### src/rtl/dlc_pkg.sv
package dlc_pkg;
  typedef enum logic [2:0] {
    CMD_LOAD   = 3'd0,
    CMD_UNLOAD = 3'd1,
    CMD_SNAP   = 3'd2,
    CMD_SCOPE  = 3'd3,
    CMD_NOP    = 3'd4
  } cmd_e;

  typedef enum logic [2:0] {
    MOP_HOLD = 3'd0,
    MOP_NIB  = 3'd1,
    MOP_BYTE = 3'd2,
    MOP_SNAP = 3'd3,
    MOP_POS  = 3'd4
  } mem_op_e;

  typedef enum logic [1:0] {
    ST_IDLE  = 2'd0,
    ST_SEND  = 2'd1,
    ST_SNAP  = 2'd2,
    ST_SCOPE = 2'd3
  } state_e;
endpackage

### src/rtl/dlc_cmd_decode.sv
module dlc_cmd_decode
  import dlc_pkg::*;
#(
  parameter int BYTE_W = 8,
  parameter int NIB_W  = 4
) (
  input  logic [BYTE_W-1:0]       byte_in,
  output cmd_e                    cmd,
  output logic [BYTE_W-NIB_W-1:0] arg
);
  logic [NIB_W-1:0] code;

  assign code = byte_in[NIB_W-1:0];
  assign arg  = byte_in[BYTE_W-1:NIB_W];

  always_comb begin
    case (code)
      NIB_W'(0): cmd = CMD_LOAD;
      NIB_W'(1): cmd = CMD_UNLOAD;
      NIB_W'(2): cmd = CMD_SNAP;
      NIB_W'(3): cmd = CMD_SCOPE;
      default:   cmd = CMD_NOP;
    endcase
  end
endmodule

### src/rtl/dlc_shift_mem.sv
module dlc_shift_mem
  import dlc_pkg::*;
#(
  parameter int MEM_W  = 40,
  parameter int NIB_W  = 4,
  parameter int BYTE_W = 8,
  parameter int SNAP_W = 32,
  parameter int POS_W  = 5
) (
  input  logic              clk,
  input  logic              rst_n,
  input  mem_op_e           op,
  input  logic [NIB_W-1:0]  nib,
  input  logic [SNAP_W-1:0] snap,
  input  logic [POS_W-1:0]  pos,
  output logic [BYTE_W-1:0] top_byte
);
  logic [MEM_W-1:0] mem_q;
  logic [MEM_W-1:0] mem_d;
  logic [MEM_W-1:0] snap_merge;

  generate
    if (SNAP_W < MEM_W) begin : g_partial
      assign snap_merge = {mem_q[MEM_W-1:SNAP_W], snap};
    end else begin : g_full
      assign snap_merge = snap[MEM_W-1:0];
    end
  endgenerate

  always_comb begin
    case (op)
      MOP_NIB:  mem_d = {mem_q[MEM_W-NIB_W-1:0], nib};
      MOP_BYTE: mem_d = {mem_q[MEM_W-BYTE_W-1:0], {BYTE_W{1'b0}}};
      MOP_SNAP: mem_d = snap_merge;
      MOP_POS:  mem_d = {mem_q[MEM_W-POS_W-1:0], pos};
      default:  mem_d = mem_q;
    endcase
  end

  always_ff @(posedge clk) begin
    if (!rst_n) mem_q <= '0;
    else        mem_q <= mem_d;
  end

  assign top_byte = mem_q[MEM_W-1 -: BYTE_W];
endmodule

### src/rtl/dlc_ctrl_fsm.sv
module dlc_ctrl_fsm
  import dlc_pkg::*;
#(
  parameter int SCOPE_N = 8,
  localparam int CNT_W  = $clog2(SCOPE_N + 1)
) (
  input  logic    clk,
  input  logic    rst_n,
  input  logic    rx_valid,
  input  cmd_e    cmd,
  input  logic    tx_ready,
  input  logic    snap_valid,
  input  logic    scope_valid,
  output logic    rx_ready,
  output logic    tx_valid,
  output logic    snap_req,
  output logic    scope_req,
  output mem_op_e op
);
  state_e           st_q, st_d;
  logic [CNT_W-1:0] cnt_q, cnt_d;
  logic             rx_fire;
  logic             last_pos;

  assign rx_ready  = (st_q == ST_IDLE);
  assign tx_valid  = (st_q == ST_SEND);
  assign snap_req  = (st_q == ST_SNAP);
  assign scope_req = (st_q == ST_SCOPE);
  assign rx_fire   = rx_valid && rx_ready;
  assign last_pos  = (cnt_q == CNT_W'(SCOPE_N - 1));

  always_comb begin
    st_d  = st_q;
    cnt_d = cnt_q;
    op    = MOP_HOLD;
    case (st_q)
      ST_IDLE: begin
        if (rx_fire) begin
          case (cmd)
            CMD_LOAD:   op = MOP_NIB;
            CMD_UNLOAD: st_d = ST_SEND;
            CMD_SNAP:   st_d = ST_SNAP;
            CMD_SCOPE: begin
              st_d  = ST_SCOPE;
              cnt_d = '0;
            end
            default: ;
          endcase
        end
      end
      ST_SEND: begin
        if (tx_ready) begin
          op   = MOP_BYTE;
          st_d = ST_IDLE;
        end
      end
      ST_SNAP: begin
        if (snap_valid) begin
          op   = MOP_SNAP;
          st_d = ST_IDLE;
        end
      end
      ST_SCOPE: begin
        if (scope_valid) begin
          op    = MOP_POS;
          cnt_d = cnt_q + 1'b1;
          if (last_pos) st_d = ST_IDLE;
        end
      end
      default: st_d = ST_IDLE;
    endcase
  end

  always_ff @(posedge clk) begin
    if (!rst_n) begin
      st_q  <= ST_IDLE;
      cnt_q <= '0;
    end else begin
      st_q  <= st_d;
      cnt_q <= cnt_d;
    end
  end
endmodule

### src/rtl/dly_cmd_ctrl.sv
module dly_cmd_ctrl
  import dlc_pkg::*;
#(
  parameter int MEM_W   = 40,
  parameter int BYTE_W  = 8,
  parameter int NIB_W   = 4,
  parameter int SNAP_W  = 32,
  parameter int POS_W   = 5,
  parameter int SCOPE_N = 8,
  localparam int ARG_W  = BYTE_W - NIB_W
) (
  input  logic              clk,
  input  logic              rst_n,
  input  logic              rx_valid,
  output logic              rx_ready,
  input  logic [BYTE_W-1:0] rx_data,
  output logic              tx_valid,
  input  logic              tx_ready,
  output logic [BYTE_W-1:0] tx_data,
  output logic              snap_req,
  input  logic              snap_valid,
  input  logic [SNAP_W-1:0] snap_data,
  output logic              scope_req,
  input  logic              scope_valid,
  input  logic [POS_W-1:0]  scope_pos
);
  cmd_e             cmd;
  logic [ARG_W-1:0] arg;
  mem_op_e          op;

  dlc_cmd_decode #(.BYTE_W(BYTE_W), .NIB_W(NIB_W)) dec_i (
    .byte_in (rx_data),
    .cmd     (cmd),
    .arg     (arg)
  );

  dlc_ctrl_fsm #(.SCOPE_N(SCOPE_N)) fsm_i (
    .clk         (clk),
    .rst_n       (rst_n),
    .rx_valid    (rx_valid),
    .cmd         (cmd),
    .tx_ready    (tx_ready),
    .snap_valid  (snap_valid),
    .scope_valid (scope_valid),
    .rx_ready    (rx_ready),
    .tx_valid    (tx_valid),
    .snap_req    (snap_req),
    .scope_req   (scope_req),
    .op          (op)
  );

  dlc_shift_mem #(
    .MEM_W(MEM_W), .NIB_W(ARG_W), .BYTE_W(BYTE_W),
    .SNAP_W(SNAP_W), .POS_W(POS_W)
  ) mem_i (
    .clk      (clk),
    .rst_n    (rst_n),
    .op       (op),
    .nib      (arg),
    .snap     (snap_data),
    .pos      (scope_pos),
    .top_byte (tx_data)
  );
endmodule

### config.mk
export PLATFORM = sky130hd
export DESIGN_NAME = dly_cmd_ctrl
export DESIGN_NICKNAME = d
export VERILOG_FILES = /design/src/rtl/dlc_pkg.sv /design/src/rtl/dlc_cmd_decode.sv /design/src/rtl/dlc_shift_mem.sv /design/src/rtl/dlc_ctrl_fsm.sv /design/src/rtl/dly_cmd_ctrl.sv
export SDC_FILE = /design/constraint.sdc
export NUM_CORES = 1
export LEC_CHECK = 0
export BUFFER_PORTS_ARGS = -buffer_cell sky130_fd_sc_hd__buf_2
export CAP_MARGIN = 5
export CORE_ASPECT_RATIO = 1.1
export CORE_MARGIN = 3
export CORE_UTILIZATION = 45
export CTS_CLUSTER_DIAMETER = 100
export CTS_CLUSTER_SIZE = 24
export DETAILED_ROUTE_END_ITERATION = 10
export PLACE_DENSITY = 0.71
export SYNTH_ARGS = -nofsm -noshare
export SYNTH_HDL_FRONTEND = slang
export SYNTH_SLANG_ARGS = --single-unit
### constraint.sdc
create_clock -name clk -period 4.1 [get_ports clk]
set_clock_uncertainty 0.15 [all_clocks]
set_input_delay 0.82 -clock clk [delete_from_list [all_inputs] [get_ports clk]]
set_output_delay 0.82 -clock clk [all_outputs]
set_load 0.02 [all_outputs]
Word level (Yosys, flattened, before mapping) --
Index checks and enable logic that the tools add are counted.
Word-level totals: input bits 51, register bits after elaboration 46, output and inout port bits 12, logic and storage cells 56
Operators by class: mux-type cells 19, eq/ne operators 21, reductions and logical operators 10, add/sub/neg operators 1, bitwise operators 1
Operators with widths (number):
- case mux 40 bit (4 select lines) | 1
- case mux 3 bit (4 select lines) | 2
- two-way mux 2 bit | 7
- == test 3 x 2 -> 1 bit, second input constant | 4
- two-way mux 4 bit | 3
- == test 4 x 2 -> 1 bit, second input constant | 2
- != test 2 x 1 -> 1 bit, second input constant | 4
- case mux 2 bit (4 select lines) | 1
- case mux 4 bit (2 select lines) | 1
- == test 3 x 1 -> 1 bit, second input constant | 2
- two-way mux 3 bit | 2
- case mux 2 bit (3 select lines) | 1
- AND reduction 6 bit | 1
- adder 4 x 1 -> 4 bit, second input constant | 1
- == test 2 bit, second input constant | 2
- == test 4 x 1 -> 1 bit, second input constant | 1
- == test 4 x 3 -> 1 bit, second input constant | 1
- zero test 4 bit | 1
- != test 2 bit, second input constant | 2
- != test 4 bit, second input constant | 1
- AND reduction 4 bit | 1
- nonzero test 4 bit | 1
- == test 3 bit, second input constant | 1
- zero test 3 bit | 1
- other kinds (8) | 8

Logic depth before layout (Yosys ltp) --
Gate-level depths: netlist (run 1).
depth in word-level cells 9, mapped depth 7, mapped depth without buffers 5

By module --
A second synthesis (run 1) with hierarchy kept.
Unflattened totals: cells, all modules 390, area, all modules 3399.5 µm²
Modules (own cells, without submodules):
- dlc_shift_mem | sequential area each 800.8 µm², times used 1, area each 2904.0 µm², cells each 327
- dlc_ctrl_fsm | sequential area each 120.1 µm², times used 1, area each 444.2 µm², cells each 56
- dlc_cmd_decode | sequential area each 0.0 µm², times used 1, area each 51.3 µm², cells each 7

Worst setup path after synthesis (run 1) --
No wires, ideal clock.
kind input -> register, start point input port tx_ready, end point register mem_i.mem_q[37], path buffers 3, path slack 1972 ps, arrival time 1852 ps, stages on the path 6, setup time 126 ps, required time 3824 ps, cells stage by stage and3b_1 -> buf_2 -> buf_2 -> buf_2 -> a222oi_1 -> a21oi_1
Between the ends: cells in the longest elaborated chain, start to end 5, elaborated cells on any way between the ends 10, classes of those cells eq/ne: 4; mux: 3; bitwise: 1; reduce/logical: 2
RTL lines:
- from (decl) | RTL line dly_cmd_ctrl.sv:18 | input logic tx_ready,
- two-way mux 2 bit * | RTL line dlc_ctrl_fsm.sv:52 | if (tx_ready) begin
- case mux 3 bit (4 select lines) * | RTL line dlc_ctrl_fsm.sv:36 | case (st_q)
- == test 3 x 1 -> 1 bit, or another cell as far along | RTL line dlc_shift_mem.sv:31 | case (op)
- nonzero test 3 bit (no line) or NOT 1 bit (tied branches)
- AND reduction 2 bit (no line)
- to (signal assigned) | RTL line dlc_shift_mem.sv:42 | else mem_q <= mem_d;
- to (decl) | RTL line dlc_shift_mem.sv:18 | logic [MEM_W-1:0] mem_q;
Mark *: on every way between the ends. The rest lies on a longest branch, timed or not. A chain may end at the register's enable or synchronous reset.

Worst setup path in the final report (run 1) --
start point input port rx_data[3], end point register mem_i.mem_q[3]
Between the ends: cells in the longest elaborated chain, start to end 8, elaborated cells on any way between the ends 15, classes of those cells eq/ne: 7; mux: 5; reduce/logical: 3
RTL lines:
- from (decl) | RTL line dly_cmd_ctrl.sv:16 | input logic [BYTE_W-1:0] rx_data,
- == test 4 x 2 -> 1 bit, or another cell as far along | RTL line dlc_cmd_decode.sv:17 | case (code)
- case mux 3 bit (4 select lines) * | RTL line dlc_cmd_decode.sv:17
- zero test 3 bit * | RTL line dlc_ctrl_fsm.sv:39 | case (cmd)
- two-way mux 1 bit * | RTL line dlc_ctrl_fsm.sv:39
- two-way mux 3 bit * | RTL line dlc_ctrl_fsm.sv:38 | if (rx_fire) begin
- case mux 3 bit (4 select lines) * | RTL line dlc_ctrl_fsm.sv:36
- == test 3 bit, or another cell as far along | RTL line dlc_shift_mem.sv:31
- case mux 40 bit (4 select lines) or nonzero test 4 bit (tied branches)
Marks and branches as above.

==> results of run 1 <==
## cell usage after synthesis (13+ instances only)
master                     instances  area [um^2]
sky130_fd_sc_hd__o31ai_1          16          120
sky130_fd_sc_hd__dfxtp_1          46          921
sky130_fd_sc_hd__a211oi_1         19          143
sky130_fd_sc_hd__o21ai_0          13         65.1
sky130_fd_sc_hd__a222oi_1         13          130
sky130_fd_sc_hd__clkbuf_1         13         48.8
sky130_fd_sc_hd__a311oi_1         24          210
sky130_fd_sc_hd__nand2_1          51          191
sky130_fd_sc_hd__buf_2            23          115
sky130_fd_sc_hd__a21oi_1          20          100
sky130_fd_sc_hd__a22o_1           19          166
## power by group through the flow
stage          Sequential, mW  Combinational (mW)  Clock (mW)
2_1_floorplan           0.494              0.0805           0
3_3_place_gp            0.504               0.115           0
3_5_place_dp            0.503               0.116           0
4_1_cts                 0.493               0.116       0.350
5_1_grt                 0.497               0.130       0.376
6_report                0.494               0.117       0.342
## path summary, 6_finish.rpt
check	startpoint	end	slack, ps	depth (start not counted)
setup / recovery	rx_data[3]	mem_i.mem_q[3]	1630	6
hold / removal	fsm_i.cnt_q[3]	fsm_i.cnt_q[3]	330	2
setup reg to reg	fsm_i.st_q[1]	mem_i.mem_q[3]	1720	5
hold reg to reg	fsm_i.cnt_q[3]	fsm_i.cnt_q[3]	330	2
## through the flow
step	setup slack (ps)	power [mW]
2_1_floorplan	1970	0.574
6_report	1630	0.952
3_3_place_gp	1390	0.618
4_1_cts	1670	0.959
5_1_grt	1510	1.00
3_5_place_dp	1390	0.619
## cell families after synthesis
| family | synth area share |
|---|---|
| AO/OA/AOI/OAI | 0.401 |
| AND/OR/NAND/NOR | 0.143 |
| buffers and inverters | 0.0912 |
| adder cells (fa/ha/maj) | 0.00477 |
| multiplexers | 0.00859 |
| flip-flops | 0.351 |
## per-layer routing
metal / GRT usage / vias to the layer above / share of wire
li1: - / 1289 / -
met1: 0.317 / 1248 / 0.46
met2: 0.344 / 92 / 0.48
met3: 0.0483 / 2 / 0.063
met4: 0.0461 / 0 / 0.0040
met5: 0 / - / 0
## final cells by class
class	count	area [um^2]	share of cell area
multi-input cells	221	1470	0.491
clock buffers	6	82.6	0.0276
well taps	75	93.8	0.0314
clock inverters	1	30.0	0.0100
inverters	4	15.0	0.00502
flip-flops and latches	46	921	0.308
repair buffers	71	378	0.126
## critical path, cell delays in order
cell	delay, ps
sky130_fd_sc_hd__buf_2	100
sky130_fd_sc_hd__nor2_1	190
sky130_fd_sc_hd__and4_1	880
sky130_fd_sc_hd__buf_4	320
sky130_fd_sc_hd__o31ai_1	100
sky130_fd_sc_hd__a21oi_1	130
## registers in the layout, indices dropped and copies added, names as in the netlist
name and flops:
fsm_i.st_q 2, mem_i.mem_q 40, fsm_i.cnt_q 4
==> flow_metrics.py, run 1 <==
metrics = {
    "routing": {
        "dr.pass1.iters": 7,
        "viasPerCell": 6.21,
        "dr_total_vias": 2631,
        "drcViolationCount": 0,
        "antenna_left": 0,
        "drt_iter0_drc": 243,
        "wl_per_cell_um": 17.0,
        "drt_wl_total_um": 7220,
    },
    "global_route": {
        "globalRouteOverflowTotal": 0,
        "number_of_antenna_violations_at_the_first_check_in_global_routing": 0,
        "global_route.usage.total": 0.222,
        "largest_net_degree_at_the_start_of_global_routing": 41,
        "grt_pass1_wl_um": 12300,
        "via_count_of_the_first_global_routing_pass": 2484,
    },
    "sta": {
        "timing.final.max_slew_violations": 0,
        "min_period_over_period": 0.602,
        "hold_viol_final": 0,
        "whs_ps": 333,
        "max_slew.worst_pin.slew_ps": 977,
        "finalSetupViolations": 0,
        "final.setup.tns_ps": 0,
        "worst_slew_margin_rel": 0.348,
        "final.min_clock_period_ps": 2470,
        "timing.fmax_ghz": 0.405,
        "grt_setup_unrepaired": "false",
    },
    "clock_network": {
        "clock-sinks": 46,
        "later_pin_clock_latency_in_the_skew_report_ps": 290,
        "cts_buffers": 5,
        "ctsHoldBuffers": 0,
        "path_clk_slew_ps": 80,
        "post-cts-setup-buffers": 0,
        "ctsHtreeMaxLevel": 2,
        "tritoncts_clock_tree": "yes",
        "ctsLongestPathBuffers": 2,
        "cts_root_buffer": "sky130_fd_sc_hd__clkbuf_8",
        "cts-resized-gates": 0,
    },
    "pwr": {
        "switching_power_share_of_the_total": 0.249,
        "leakagePower_nw": 1.15,
        "p_comb_frac": 0.123,
        "power.density_nw_per_um2": 319,
        "p_clk_frac": 0.359,
        "p_switching_uw": 237,
        "p_int_uw": 715,
        "irDropWorstVdd_uv": 143,
        "seq_power_share": 0.518,
    },
    "yosys": {
        "ys_seq_elements": 46,
        "postSynth.topFlopCell": "sky130_fd_sc_hd__dfxtp_1",
        "yosysUniqueCellTypes": 37,
        "synth_warnings": 0,
        "async_flop_share": 0,
        "mappedNetlistArea_um2": 2620,
        "post_synth_edffs": 0,
        "seq_area_frac_synth": 0.351,
        "syn_nets": 367,
        "postSynthAreaPerCell_um2": 8.32,
        "synthesis.instances": 315,
    },
    "cells_and_area": {
        "n_fill_cell": 518,
        "number_of_antenna_repair_diodes": 0,
        "proportion_of_layout_cells_with_a_drive_suffix_above_1": 0.238,
        "final_cell_mix": "sky130_fd_sc_hd__buf_2, sky130_fd_sc_hd__nand2_1, sky130_fd_sc_hd__dfxtp_1, sky130_fd_sc_hd__a311oi_1, sky130_fd_sc_hd__a21oi_1",
        "mostFrequentLayoutCell": "sky130_fd_sc_hd__buf_2",
        "synthToLayoutAreaGrowth_pct": 14.0,
        "finish.net_count": 401,
        "utilization": 0.543,
        "postLayoutCellArea_um2": 2990,
        "final_cells": 424,
    },
    "min_path": {
        "hp-class": "register to register",
    },
    "job": {
        "cap_viol_max_count": 0,
    },
    "place": {
        "dpl.hpwl_um": 4740,
        "buffer_ports.inserted": 62,
        "place_congestion": 0.858,
        "post-place-cells": 417,
        "place_area_um2": 2880,
    },
    "critical_path": {
        "critical_path.startpoint_type": "primary input",
        "cp_data_arrival_time_ps": 2540,
        "cp.required_ps": 4170,
        "cp-end-kind": "register",
        "path_max_fanout": 26,
        "crit_type": "primary input to register",
    },
    "status": {
        "status": "finished clean",
    },
    "floorplanning": {
        "total_core_area_um2": 5500,
        "design.portCount": 63,
        "std_cell_rows": 28,
        "die-width_um": 78.8,
        "chipHeight_um": 86.0,
        "die_area_um2": 6780,
        "start_util": 0.477,
    },
}
No activity file was read; power rests on OpenSTA's default activity.
==> inputs of run 2 (changes only) <==
==> constraint.sdc (replaced) <==
create_clock -name clk -period 2.5 [get_ports clk]
set_clock_uncertainty 0.15 [all_clocks]
set_input_delay 0.5 -clock clk [delete_from_list [all_inputs] [get_ports clk]]
set_output_delay 0.5 -clock clk [all_outputs]
set_load 0.02 [all_outputs]
==> run 2 against run 1 <==
  * Non-clock buffer count up 3
  * Count of clock-buffer cells in the layout up 1
  * Clock power up 39%
  * Critical path depth down 1
  * Critical path type is now register to register
  * Critical endpoint is now mem_i.mem_q[36]
==> flow_metrics.py, run 2 (synthesized netlist as in run 1, its figures left out) <==
metrics = {
    "pwr": {
        "power.density_nw_per_um2": 492,
        "irDropWorstVdd_uv": 270,
        "leakagePower_nw": 1.16,
    },
    "place": {
        "buffer_ports.inserted": 62,
        "dpl.hpwl_um": 4810,
        "post-place-cells": 420,
        "place_ws_ps": 235,
        "place_area_um2": 2920,
        "place_congestion": 0.804,
    },
    "routing": {
        "dr_total_vias": 2691,
        "drcViolationCount": 0,
        "drt_wl_total_um": 7310,
        "antenna_left": 0,
        "drt_iter0_drc": 315,
        "viasPerCell": 6.29,
        "dr.pass1.iters": 5,
        "wl_per_cell_um": 17.1,
    },
    "cells_and_area": {
        "mostFrequentLayoutCell": "sky130_fd_sc_hd__buf_2",
        "number_of_antenna_repair_diodes": 0,
        "largest-register": "mem_i.mem_q",
        "final_cell_mix": "sky130_fd_sc_hd__buf_2, sky130_fd_sc_hd__nand2_1, sky130_fd_sc_hd__dfxtp_1, sky130_fd_sc_hd__a311oi_1, sky130_fd_sc_hd__a21oi_1",
        "final_cells": 428,
        "layout_top_registers": "mem_i.mem_q: 40 flops, fsm_i.cnt_q: 4 flops, fsm_i.st_q: 2 flops",
        "proportion_of_layout_cells_with_a_drive_suffix_above_1": 0.244,
        "seqCellArea_um2": 921,
        "finish.net_count": 404,
        "multi_input_comb_area_um2": 1470,
        "n_fill_cell": 526,
        "synthToLayoutAreaGrowth_pct": 15.0,
        "postLayoutCellArea_um2": 3020,
        "largest_register_ff_count": 40,
    },
    "sta": {
        "final.min_clock_period_ps": 2090,
        "hold_viol_final": 0,
        "final.setup.tns_ps": 0,
        "max_slew.worst_pin.slew_ps": 513,
        "timing.final.max_slew_violations": 0,
        "worst_slew_margin_rel": 0.658,
        "whs_ps": 327,
        "finalSetupViolations": 0,
        "postLayoutSetupSlackWorst_ps": 406,
        "timing.fmax_ghz": 0.478,
        "grt_setup_unrepaired": "false",
        "min_period_over_period": 0.837,
    },
    "global_route": {
        "gr-usage-met2": 0.313,
        "number_of_antenna_violations_at_the_first_check_in_global_routing": 0,
        "use_met1": 0.327,
        "global_route.usage.total": 0.217,
        "grt_pass1_wl_um": 12100,
        "grt-busiest-layer": "met1",
        "globalRouteOverflowTotal": 0,
        "gr-usage-met3": 0.0420,
        "largest_net_degree_at_the_start_of_global_routing": 41,
        "via_count_of_the_first_global_routing_pass": 2457,
    },
    "critical_path": {
        "critical_path.startpoint_type": "register",
        "worst_path_buf_inv": 1,
        "path_delay_family": "simple AND/OR/NAND/NOR gates",
        "timing.reg2reg.setup_slack_ps": 410,
        "path_max_fanout": 27,
        "crit_type": "register to register",
        "cp_data_arrival_time_ps": 2130,
        "cp-end-kind": "register",
        "cp_slowest_cell": "sky130_fd_sc_hd__and3b_1",
        "timing.critical_path.cells": "and3b_1, buf_12, or2_1, nand2b_1, a21oi_1",
        "longest_individual_stage_delay_on_the_worst_path_ps": 500,
        "cp.required_ps": 2540,
    },
    "job": {
        "cap_viol_max_count": 0,
    },
    "clock_network": {
        "post-cts-setup-buffers": 0,
        "cts_buffers": 5,
        "ctsHoldBuffers": 0,
        "cts_root_buffer": "sky130_fd_sc_hd__clkbuf_8",
        "tritoncts_clock_tree": "yes",
        "ctsHtreeMaxLevel": 2,
        "path_clk_slew_ps": 90,
        "later_pin_clock_latency_in_the_skew_report_ps": 300,
        "ctsLongestPathBuffers": 2,
        "cts-resized-gates": 0,
        "clock-sinks": 46,
    },
    "floorplanning": {
        "start_util": 0.477,
        "design.portCount": 63,
        "chipHeight_um": 86.0,
        "die_area_um2": 6780,
        "total_core_area_um2": 5500,
        "std_cell_rows": 28,
        "die-width_um": 78.8,
    },
    "status": {
        "status": "finished clean",
    },
    "min_path": {
        "hp-class": "primary input to register",
    },
}
==> run 2: cell type report <==
type / instances / area share
repair buffers: 74 / 0.141
clock buffers: 7 / 0.0286
flip-flops and latches: 46 / 0.305
well taps: 75 / 0.0311
clock inverters: 1 / 0.00166
multi-input cells: 221 / 0.487
inverters: 4 / 0.00498
==> run 2: report_power, final <==
group	switching, mW	internal (mW)
registers	0.0381	0.768
clock network	0.253	0.224
logic	0.112	0.0887
==> run 2: through the flow <==
step | total power, mW | utilization
after floorplan | 0.941 | -
after global placement | 1.02 | 0.532
after detailed placement | 1.02 | 0.532
after CTS | 1.49 | 0.548
after global routing | 1.54 | 0.548
final | 1.48 | 0.548
==> run 2: worst paths after layout <==
| kind | start | to | depth (start not counted) |
|---|---|---|---|
| max | fsm_i.st_q[1] | mem_i.mem_q[36] | 5 |
| min reg2reg | fsm_i.cnt_q[1] | fsm_i.cnt_q[1] | 2 |
| min | snap_data[2] | mem_i.mem_q[2] | 3 |
| max reg2reg | fsm_i.st_q[1] | mem_i.mem_q[36] | 5 |
==> run 2: metal layers <==
metal / wire length, um / share of wire / up-vias
li1: - / - / 1298
met1: 3360 / 0.46 / 1246
met2: 3220 / 0.44 / 135
met3: 633 / 0.087 / 12
met4: 99 / 0.014 / 0
met5: 0 / 0 / -
==> run 2: worst register-to-register path, delay by kind of cell (launching register included) <==
family,cells,cell delay (ps)
AND/OR/NAND/NOR,3,1120
flip-flops,1,360
buffers and inverters,1,230
AO/OA/AOI/OAI,1,110
